--- src/rtl/los_pkg.sv ---
package los_pkg;

  // strobes from control to datapath
  typedef struct packed {
    logic runClr;
    logic runInc;
    logic winClr;
    logic winInc;
  } losCtl_t;

  // compare results from datapath to control
  typedef struct packed {
    logic runDone;
    logic winDone;
    logic onesDone;
  } losSts_t;

  typedef enum logic {
    LOS_CLEAR  = 1'b0,
    LOS_ACTIVE = 1'b1
  } losState_t;

endpackage

--- src/rtl/los_cfg_clamp.sv ---
module los_cfg_clamp #(
  parameter int CFG_W   = 13,
  parameter int LEN_W   = 12,
  parameter int MIN_LEN = 17,
  parameter int MAX_LEN = 4095
) (
  input  logic [CFG_W-1:0] cfgLen,
  input  logic [CFG_W-1:0] cfgOnes,
  output logic [LEN_W-1:0] lenEff,
  output logic [LEN_W-1:0] onesEff
);

  localparam logic [CFG_W-1:0] MinC = CFG_W'(MIN_LEN);
  localparam logic [CFG_W-1:0] MaxC = CFG_W'(MAX_LEN);

  logic [CFG_W-1:0] lenWide;

  always_comb begin
    if (cfgLen < MinC)      lenWide = MinC;
    else if (cfgLen > MaxC) lenWide = MaxC;
    else                    lenWide = cfgLen;
    lenEff = lenWide[LEN_W-1:0];
  end

  // threshold is at least one and never beyond the window length
  always_comb begin
    if (cfgOnes == '0)           onesEff = LEN_W'(1);
    else if (cfgOnes > lenWide)  onesEff = lenWide[LEN_W-1:0];
    else                         onesEff = cfgOnes[LEN_W-1:0];
  end

endmodule

--- src/rtl/los_datapath.sv ---
module los_datapath
  import los_pkg::*;
#(
  parameter int LEN_W = 12
) (
  input  logic             clk,
  input  logic             rst,
  input  logic             rxBit,
  input  losCtl_t          ctl,
  input  logic [LEN_W-1:0] lenEff,
  input  logic [LEN_W-1:0] onesEff,
  output losSts_t          sts
);

  localparam int SUM_W = LEN_W + 1;

  logic [LEN_W-1:0] runCnt;
  logic [LEN_W-1:0] winCnt;
  logic [LEN_W-1:0] onesCnt;
  logic [SUM_W-1:0] runNext;
  logic [SUM_W-1:0] winNext;
  logic [SUM_W-1:0] onesNext;

  always_comb begin
    runNext  = {1'b0, runCnt} + SUM_W'(1);
    winNext  = {1'b0, winCnt} + SUM_W'(1);
    onesNext = {1'b0, onesCnt} + {{LEN_W{1'b0}}, rxBit};
    // >= keeps a live shrink of the length from skipping the end
    sts.runDone  = runNext  >= {1'b0, lenEff};
    sts.winDone  = winNext  >= {1'b0, lenEff};
    sts.onesDone = onesNext >= {1'b0, onesEff};
  end

  always_ff @(posedge clk) begin
    if (rst) begin
      runCnt <= '0;
    end else if (ctl.runClr) begin
      runCnt <= '0;
    end else if (ctl.runInc) begin
      runCnt <= runNext[LEN_W-1:0];
    end
  end

  always_ff @(posedge clk) begin
    if (rst || ctl.winClr) begin
      winCnt  <= '0;
      onesCnt <= '0;
    end else if (ctl.winInc) begin
      winCnt  <= winNext[LEN_W-1:0];
      onesCnt <= onesNext[LEN_W-1:0];
    end
  end

endmodule

--- src/rtl/los_control.sv ---
module los_control
  import los_pkg::*;
(
  input  logic    clk,
  input  logic    rst,
  input  logic    lineEn,
  input  logic    rxBit,
  input  logic    clrStrobe,
  input  losSts_t sts,
  output losCtl_t ctl,
  output logic    alarm,
  output logic    alarmIrq
);

  losState_t state;
  losState_t stateNext;
  logic      riseEvt;

  always_comb begin
    ctl       = '0;
    stateNext = state;
    riseEvt   = 1'b0;
    if (lineEn) begin
      unique case (state)
        LOS_CLEAR: begin
          if (rxBit) begin
            ctl.runClr = 1'b1;
          end else if (sts.runDone) begin
            stateNext  = LOS_ACTIVE;
            riseEvt    = 1'b1;
            ctl.runClr = 1'b1;
            ctl.winClr = 1'b1;
          end else begin
            ctl.runInc = 1'b1;
          end
        end
        LOS_ACTIVE: begin
          if (sts.onesDone) begin
            stateNext  = LOS_CLEAR;
            ctl.runClr = 1'b1;
            ctl.winClr = 1'b1;
          end else if (sts.winDone) begin
            ctl.winClr = 1'b1;
          end else begin
            ctl.winInc = 1'b1;
          end
        end
        default: stateNext = LOS_CLEAR;
      endcase
    end
  end

  always_ff @(posedge clk) begin
    if (rst) begin
      state    <= LOS_CLEAR;
      alarmIrq <= 1'b0;
    end else begin
      state    <= stateNext;
      alarmIrq <= riseEvt | (alarmIrq & ~clrStrobe);
    end
  end

  assign alarm = (state == LOS_ACTIVE);

endmodule

--- src/rtl/los_line_monitor.sv ---
module los_line_monitor
  import los_pkg::*;
#(
  parameter int LEN_W   = 12,
  parameter int CFG_W   = LEN_W + 1,
  parameter int MIN_LEN = 17,
  parameter int MAX_LEN = (1 << LEN_W) - 1
) (
  input  logic             clk,
  input  logic             rst,
  input  logic             lineEn,
  input  logic             rxBit,
  input  logic [CFG_W-1:0] cfgLen,
  input  logic [CFG_W-1:0] cfgOnes,
  input  logic             clrStrobe,
  output logic             alarm,
  output logic             alarmIrq
);

  logic [LEN_W-1:0] lenEff;
  logic [LEN_W-1:0] onesEff;
  losCtl_t          ctl;
  losSts_t          sts;

  los_cfg_clamp #(
    .CFG_W  (CFG_W),
    .LEN_W  (LEN_W),
    .MIN_LEN(MIN_LEN),
    .MAX_LEN(MAX_LEN)
  ) u_clamp (
    .cfgLen (cfgLen),
    .cfgOnes(cfgOnes),
    .lenEff (lenEff),
    .onesEff(onesEff)
  );

  los_datapath #(
    .LEN_W(LEN_W)
  ) u_dp (
    .clk    (clk),
    .rst    (rst),
    .rxBit  (rxBit),
    .ctl    (ctl),
    .lenEff (lenEff),
    .onesEff(onesEff),
    .sts    (sts)
  );

  los_control u_ctl (
    .clk      (clk),
    .rst      (rst),
    .lineEn   (lineEn),
    .rxBit    (rxBit),
    .clrStrobe(clrStrobe),
    .sts      (sts),
    .ctl      (ctl),
    .alarm    (alarm),
    .alarmIrq (alarmIrq)
  );

endmodule

--- config.mk ---
export PLATFORM = sky130hd
export DESIGN_NAME = los_line_monitor
export DESIGN_NICKNAME = d
export VERILOG_FILES = /design/src/rtl/los_pkg.sv /design/src/rtl/los_cfg_clamp.sv /design/src/rtl/los_datapath.sv /design/src/rtl/los_control.sv /design/src/rtl/los_line_monitor.sv
export SDC_FILE = /design/constraint.sdc
export NUM_CORES = 1
export LEC_CHECK = 0
export ABC_AREA = 0
export BUFFER_PORTS_ARGS = -buffer_cell sky130_fd_sc_hd__buf_4
export CAP_MARGIN = 25
export CORE_ASPECT_RATIO = 0.75
export CORE_MARGIN = 4
export CORE_UTILIZATION = 56
export CTS_BUF_LIST = sky130_fd_sc_hd__clkbuf_8
export CTS_CLUSTER_DIAMETER = 120
export DETAILED_ROUTE_END_ITERATION = 7
export PLACE_DENSITY_LB_ADDON = 0.12
export RECOVER_POWER = 50
export SLEW_MARGIN = 20
export SYNTH_ARGS = -nofsm -noshare
export SYNTH_HDL_FRONTEND = slang
export SYNTH_SLANG_ARGS = --single-unit
export TNS_END_PERCENT = 50
--- constraint.sdc ---
create_clock -name clk -period 3.5 [get_ports clk]
set_input_delay 0.35 -clock clk [delete_from_list [all_inputs] [get_ports clk]]
set_output_delay 0.35 -clock clk [all_outputs]
set_load 0.01 [all_outputs]
==> results of run 1 <==
-- final timing paths --
path                                                endpoint  slack (ns)  cells after the start
worst max-delay path             u_dp.winCnt[5]$_SDFFE_PP0P_       -0.48                     20
worst min-delay path               u_ctl.alarmIrq$_SDFF_PP0_        0.31                      2
worst max register to register  u_dp.onesCnt[2]$_SDFFE_PP0P_       -0.03                     14
worst min register to register     u_ctl.alarmIrq$_SDFF_PP0_        0.48                      2
-- layout by cell type (no fill, tap or decap), types with 9 or more instances in the layout --
master and count:
buf_4 77, ha_1 51, dfxtp_1 38, nor2_1 37
nand2_1 26, xnor2_1 19, a21oi_1 18, nand3_1 14
xor2_1 13, or3_1 13, inv_1 11, nor3_1 11
a22o_1 11, o21ai_0 10, nand4_1 9
-- layer usage --
metal | up-vias | share of wire
met4 | 0 | 0.042
met1 | 1790 | 0.42
met5 | - | 0
met2 | 199 | 0.46
met3 | 59 | 0.077
li1 | 1779 | -
-- stage by stage --
stage	utilization	setup slack [ns]	cells	cell area [um2]
floorplan	-	-0.114	427	3560
global placement	0.701	-0.519	567	4170
detailed placement	0.701	-0.708	567	4170
CTS	0.747	-0.133	578	4440
global route	0.799	-0.635	586	4750
finish	0.799	-0.482	586	4750
-- worst register-to-register path, stage by stage, from the launching register on --
cell	delay [ns]
dfxtp_1	0.37
ha_1	0.23
and3_1	0.24
and3_1	0.30
nand3_1	0.19
nor2_1	0.17
xor2_1	0.29
ha_1	0.31
a21o_1	0.16
a211o_1	0.28
a31oi_1	0.17
o21ai_2	0.12
buf_4	0.21
a211oi_1	0.30
a21o_1	0.14
-- state kept, by name, summed over array words and instances (netlist names) --
name            count
u_ctl.alarmIrq      1
u_dp.winCnt        12
u_dp.onesCnt       12
u_ctl.alarm         1
u_dp.runCnt        12
-- repair_timing --
item | 4_1_cts | 5_1_grt
pin swaps | 5 | 31
buffers inserted | 1 | 5
cloned | 3 | 4
resized for setup | 18 | 43
endpoints found under the setup margin | 37 | 37
-- final cells by class --
type | instances | area, um2 | area share
multi-input cells | 364 | 3000 | 0.631
flip-flops and latches | 38 | 761 | 0.160
repair buffers | 88 | 739 | 0.156
well taps | 78 | 97.6 | 0.0205
clock buffers | 6 | 82.6 | 0.0174
inverters | 11 | 41.3 | 0.00869
clock inverters | 1 | 30.0 | 0.00632
-- power groups by stage --
stage	combinational, uW	sequential, uW	clock (uW)
global route	329	435	419
finish	311	435	390
CTS	255	434	394
floorplan	122	444	0
detailed placement	231	445	0
global placement	222	444	0
-- kinds of logic after synthesis --
kind of cell,synth area share
xor+xnor,0.0799
buf+inv,0.0396
flops,0.217
simple gates,0.250
other cells,0.00107
fa+ha+maj,0.189
compound gates,0.214
mux,0.00892
==> flow_summary.yaml, run 1 <==
setup_path:
  path_buf_inv: 3
  critical_path_arrival_ns: 4.16
  max_stage_delay_ns: 0.41
  required_ns: 3.68
  slowest_stage: "o41ai_4"
  startpoint: "cfgLen[1]"
  crit_path_end_kind: "flip-flop"
  regToRegStartpoint: "u_dp.winCnt[1]$_SDFFE_PP0P_"
  cp_top_family: "compound AO/OA/AOI/OAI gates"
  path_max_fanout: 5
  path_cells: "buf_4, o41ai_4, nand3_4, o21ai_4, ha_4, o21ai_2, a21oi_4, o31ai_4, a31o_4, and2_1, o21ai_1, ha_1, nand4_1, nor2_2, a211oi_2, o211ai_2, nor3_4, buf_6, clkbuf_16, a221o_1"
  path_class: "in -> reg"
  critPathLaunchType: "input port"
clocking:
  clkTransAtPathRegs_ns: 0.08
  htree_num_levels: 2
  cts-root-buf: "clkbuf_8"
  cts_buffers: 5
  clock-sinks: 38
  tritoncts: "done"
  hold_buffers: 0
  cts_max_path_buffers: 2
  clk_latency_ns: 0.29
drt:
  firstDrtPassIters: 5
  vias: 3827
  via_per_inst: 6.53
  wl_per_cell_um: 19.7
  ant_nets: 0
  drcViolationCount: 0
  totalWireLength_um: 11500
  initialDrtViolationCount: 265
pwr:
  power_density_nw_per_um2: 239
  peakVddDrop_mv: 0.201
  switchingPower_uw: 330
  finalPower_uw: 1130
  combPwrFrac: 0.274
  clkPwrFrac: 0.343
  switching_share: 0.291
  p_int_uw: 805
  leakagePower_uw: 0.00211
  seqPwrFrac: 0.383
timing:
  tightest_slew_ns: 0.839
  setup_viol: 37
  skew_ns: 0.00522
  setup_tns_ns: -15.40
  finalHoldViolations: 0
  slew_headroom: 0.438
  fin_hold_ws_ns: 0.310
  finalWorstSetupSlack_ns: -0.482
  slew_violations: 0
  grt_setup_unrepaired: "true"
  fin_crit_ns: 3.98
  max_freq_mhz: 251
  post-route-period-util: 1.14
hold_path:
  min-delay-start: "rst"
  min_path_type: "in -> reg"
logic_synthesis:
  synth_cell_types: 57
  synthTopCellsByArea: "dfxtp_1 (22%), ha_1 (19%), xnor2_1 (4.7%)"
  syn-num-nets: 511
  yosysTopAreaCellShare: 0.217
  yosys.cell_count.top_type: "ha_1"
  synth_seq_cells: 38
  syn_area_per_cell_um2: 8.21
  seq_area_frac_synth: 0.217
  ys.flop_type: "dfxtp_1"
  synth_edf_count: 0
  yosys_warnings: 0
  synth_area_um2: 3510
  ys_async_sr_fraction: 0
  synthTopCellsByCount: "ha_1 (53), dfxtp_1 (38), nor2_1 (38), a21oi_1 (27), nand2_1 (26)"
  syn_inst: 427
  yosys.area.top_type: "dfxtp_1"
global_route:
  grt_overflow: 0
  antenna_found_initial: 0
  grt_util_all_layers: 0.262
  grt_first_pass_wirelength_um: 16400
  globalRouteMet2Util: 0.421
  gr-max-usage-layer: "met2"
  use_met1: 0.360
  grt_pass1_vias: 3429
  use_met3: 0.0457
  grt_max_degree: 21
placed_design:
  place_congestion: 0.920
  place.port_buffers: 32
  hpwl_um: 7280
finish:
  nFillCells: 379
  fin_nets: 592
  n_antenna_cell: 0
  drive_gt1_frac: 0.299
  syn_to_final_growth_pct: 35.5
floorplan:
  dieArea_um2: 7600
  dieHeight_um: 76.5
  rows: 24
  die_w_um: 99.4
  core_area_um2: 5950
  ios: 33
  initial_utilization: 0.590
run_status:
  status: "finished, violations left"
  failed_checks: "setup timing"
job:
  max-cap-violations: 0
(Power assumes the default switching activity.)
==> run 2: changes to the inputs <==
ABC_AREA = default   (was 0)
CORE_UTILIZATION = 57   (was 56)
SYNTH_HIERARCHICAL = 1   (was default)
==> flow_summary.yaml, run 2 <==
run_status:
  status: "finished, violations left"
  failed_checks: "setup timing"
logic_synthesis:
  synth_seq_cells: 38
  synth_cell_types: 55
  yosysTopAreaCellShare: 0.201
  synth-compound-area-share: 0.117
  synthTopCellsByCount: "nor2_1 (62), ha_1 (53), inv_1 (47), dfxtp_1 (38), xnor2_1 (31)"
  syn-num-nets: 564
  ys_async_sr_fraction: 0
  synthMuxAreaShare: 0.0305
  synth-xor-area-share: 0.141
  yosys_warnings: 6
  synth_top_family_by_area: "simple AND/OR/NAND/NOR gates"
  synth_edf_count: 0
  yosys.area.top_type: "dfxtp_1"
  synthAdderAreaFrac: 0.176
  ys.flop_type: "dfxtp_1"
  yosys.area_share.simple: 0.265
  syn_area_per_cell_um2: 7.87
  synth_area_um2: 3780
  yosys.cell_count.top_type: "nor2_1"
  seq_area_frac_synth: 0.201
  synthTopCellsByArea: "dfxtp_1 (20%), ha_1 (18%), xnor2_1 (7.2%)"
  syn_inst: 480
floorplan:
  die_w_um: 102
  core_area_um2: 6380
  ios: 33
  dieHeight_um: 78.5
  dieArea_um2: 8000
  initial_utilization: 0.592
  rows: 25
timing:
  post-route-period-util: 1.24
  tightest_slew_ns: 0.507
  fin_hold_ws_ns: 0.291
  setup_tns_ns: -26.06
  slew_violations: 0
  finalHoldViolations: 0
  setup_viol: 37
  fin_crit_ns: 4.35
  max_freq_mhz: 230
  grt_setup_unrepaired: "true"
  skew_ns: 0.00527
  slew_headroom: 0.661
  finalWorstSetupSlack_ns: -0.849
finish:
  mostFrequentLayoutCell: "buf_4"
  n_antenna_cell: 0
  multiInputGateArea_um2: 3170
  top_regs: "u_dp/onesCnt x12, u_dp/runCnt x12, u_dp/winCnt x12"
  layout_common_cells: "buf_4 (111), nor2_1 (55), ha_1 (49)"
  fin_nets: 680
  final_util: 0.828
  syn_to_final_growth_pct: 40.0
  nFillCells: 413
  seqCellArea_um2: 761
  stdcell_count: 678
  drive_gt1_frac: 0.347
clocking:
  cts-root-buf: "clkbuf_8"
  htree_num_levels: 2
  cts_buffers: 5
  cts_max_path_buffers: 2
  clock-sinks: 38
  tritoncts: "done"
  clk_latency_ns: 0.30
  clkTransAtPathRegs_ns: 0.08
  hold_buffers: 0
global_route:
  grt_pass1_vias: 3805
  grt_overflow: 0
  grt_first_pass_wirelength_um: 17800
  grt_max_degree: 25
  grt_util_all_layers: 0.279
  antenna_found_initial: 0
placed_design:
  place_ws_ns: -1.06
  hpwl_um: 8120
  place_congestion: 0.930
  place.port_buffers: 32
  dp_cells: 647
pwr:
  peakVddDrop_mv: 0.199
  leakagePower_uw: 0.00254
  power_density_nw_per_um2: 203
setup_path:
  r2r-end: "u_dp/onesCnt[1]$_SDFFE_PP0P_"
  crit_path_end_kind: "flip-flop"
  critPathLaunchType: "input port"
  path_class: "in -> reg"
  critical_path_arrival_ns: 4.54
  rr_worst_depth: 16
  path_max_fanout: 5
  rrSetupSlack_ns: -0.20
  required_ns: 3.69
  regToRegStartpoint: "u_dp/winCnt[0]$_SDFFE_PP0P_"
  startpoint: "cfgLen[3]"
drt:
  wl_per_cell_um: 17.7
  initialDrtViolationCount: 263
  ant_nets: 0
  totalWireLength_um: 12000
  vias: 4011
  drcViolationCount: 0
  firstDrtPassIters: 5
  via_per_inst: 5.92
job:
  max-cap-violations: 0
hold_path:
  min_to: "u_ctl/alarm$_SDFFE_PP0P_"
  min-delay-start: "rst"
  min_path_type: "in -> reg"
  min_path_cells: 2
run 2: cell types whose count changed after synthesis, moves of 7 or more:
cell | before | now
xor2_1 | 13 | 30
or3_1 | 13 | 1
nand4_1 | 9 | 23
inv_1 | 11 | 47
nand3_1 | 16 | 26
o21ai_0 | 19 | 10
a21oi_1 | 27 | 13
nor3_1 | 18 | 11
a22o_1 | 11 | 0
nor2_1 | 38 | 62
xnor2_1 | 19 | 31
a221o_1 | 8 | 0
run 2: worst max-delay path by stage:
stage,end,slack (ns),cells past startpoint
6_report,u_dp/onesCnt[1]$_SDFFE_PP0P_,-0.85,24
5_1_grt,u_dp/onesCnt[1]$_SDFFE_PP0P_,-1.03,24
4_1_cts,u_dp/winCnt[10]$_SDFFE_PP0P_,-0.65,23
3_5_place_dp,u_dp/winCnt[11]$_SDFFE_PP0P_,-1.06,23
3_3_place_gp,u_dp/winCnt[6]$_SDFFE_PP0P_,-0.76,21
2_1_floorplan,u_dp/winCnt[10]$_SDFFE_PP0P_,-0.50,19
run 2: logic make-up (layout without fill, tap and decap cells):
family	after synthesis	after routing
multiplexers	10	10
other	1	1
AO/OA/AOI/OAI	62	62
flip-flops	38	38
XOR/XNOR	61	61
AND/OR/NAND/NOR	189	193
buffers and inverters	66	179
adder cells (fa/ha/maj)	53	53
run 2: cell type report:
cell class                      instances  area share
Multi-Input combinational cell        380       0.600
Timing Repair inverter                  1     0.00166
Clock buffer                            6      0.0156
Timing Repair Buffer                  122       0.180
Tap cell                               81      0.0192
Clock inverter                          2     0.00237
Inverter                               48      0.0367
Sequential cell                        38       0.144
run 2: metal layers:
metal  track usage  up-vias  wire length (um)
met5             0        -                 0
li1              -     1925                 -
met3        0.0533       51               877
met1         0.376     1855              5150
met4        0.0917        0               381
met2         0.445      180              5560
run 2: critical path, cell delays in order:
cell and delay [ns]:
buf_8 0.10, o41ai_4 0.33, nand4_1 0.29, o21ai_2 0.15, ha_1 0.19, nand3_2 0.08
o21bai_1 0.17, a31o_2 0.28, a21oi_4 0.24, buf_4 0.16, mux2i_2 0.25, inv_2 0.07
ha_4 0.25, o21ai_2 0.14, a21oi_2 0.07, o31ai_2 0.21, o211ai_1 0.20, nor3_2 0.24
buf_4 0.19, buf_4 0.11, buf_6 0.10, nand2_1 0.06, xor2_1 0.20, nor2_1 0.10
run 2: per-stage QoR:
step           instance area, um2  power (uW)
2_1_floorplan                3900         579
3_3_place_gp                 4700         690
3_5_place_dp                 4700         698
4_1_cts                      4980        1050
5_1_grt                      5290        1130
6_report                     5290        1070
run 2: timing repair:
action / CTS / global route
resized for setup: 28 / 45
cloned: 1 / 5
pin swaps: 21 / 18
buffers inserted: 6 / 12
endpoints found under the setup margin: 37 / 37
run 2: power breakdown:
group	leakage, uW	switching [uW]	internal (uW)
Combinational	0.00218	158	155
Clock	0.0000472	167	158
Sequential	0.000306	0.482	433
Total	0.00254	326	747
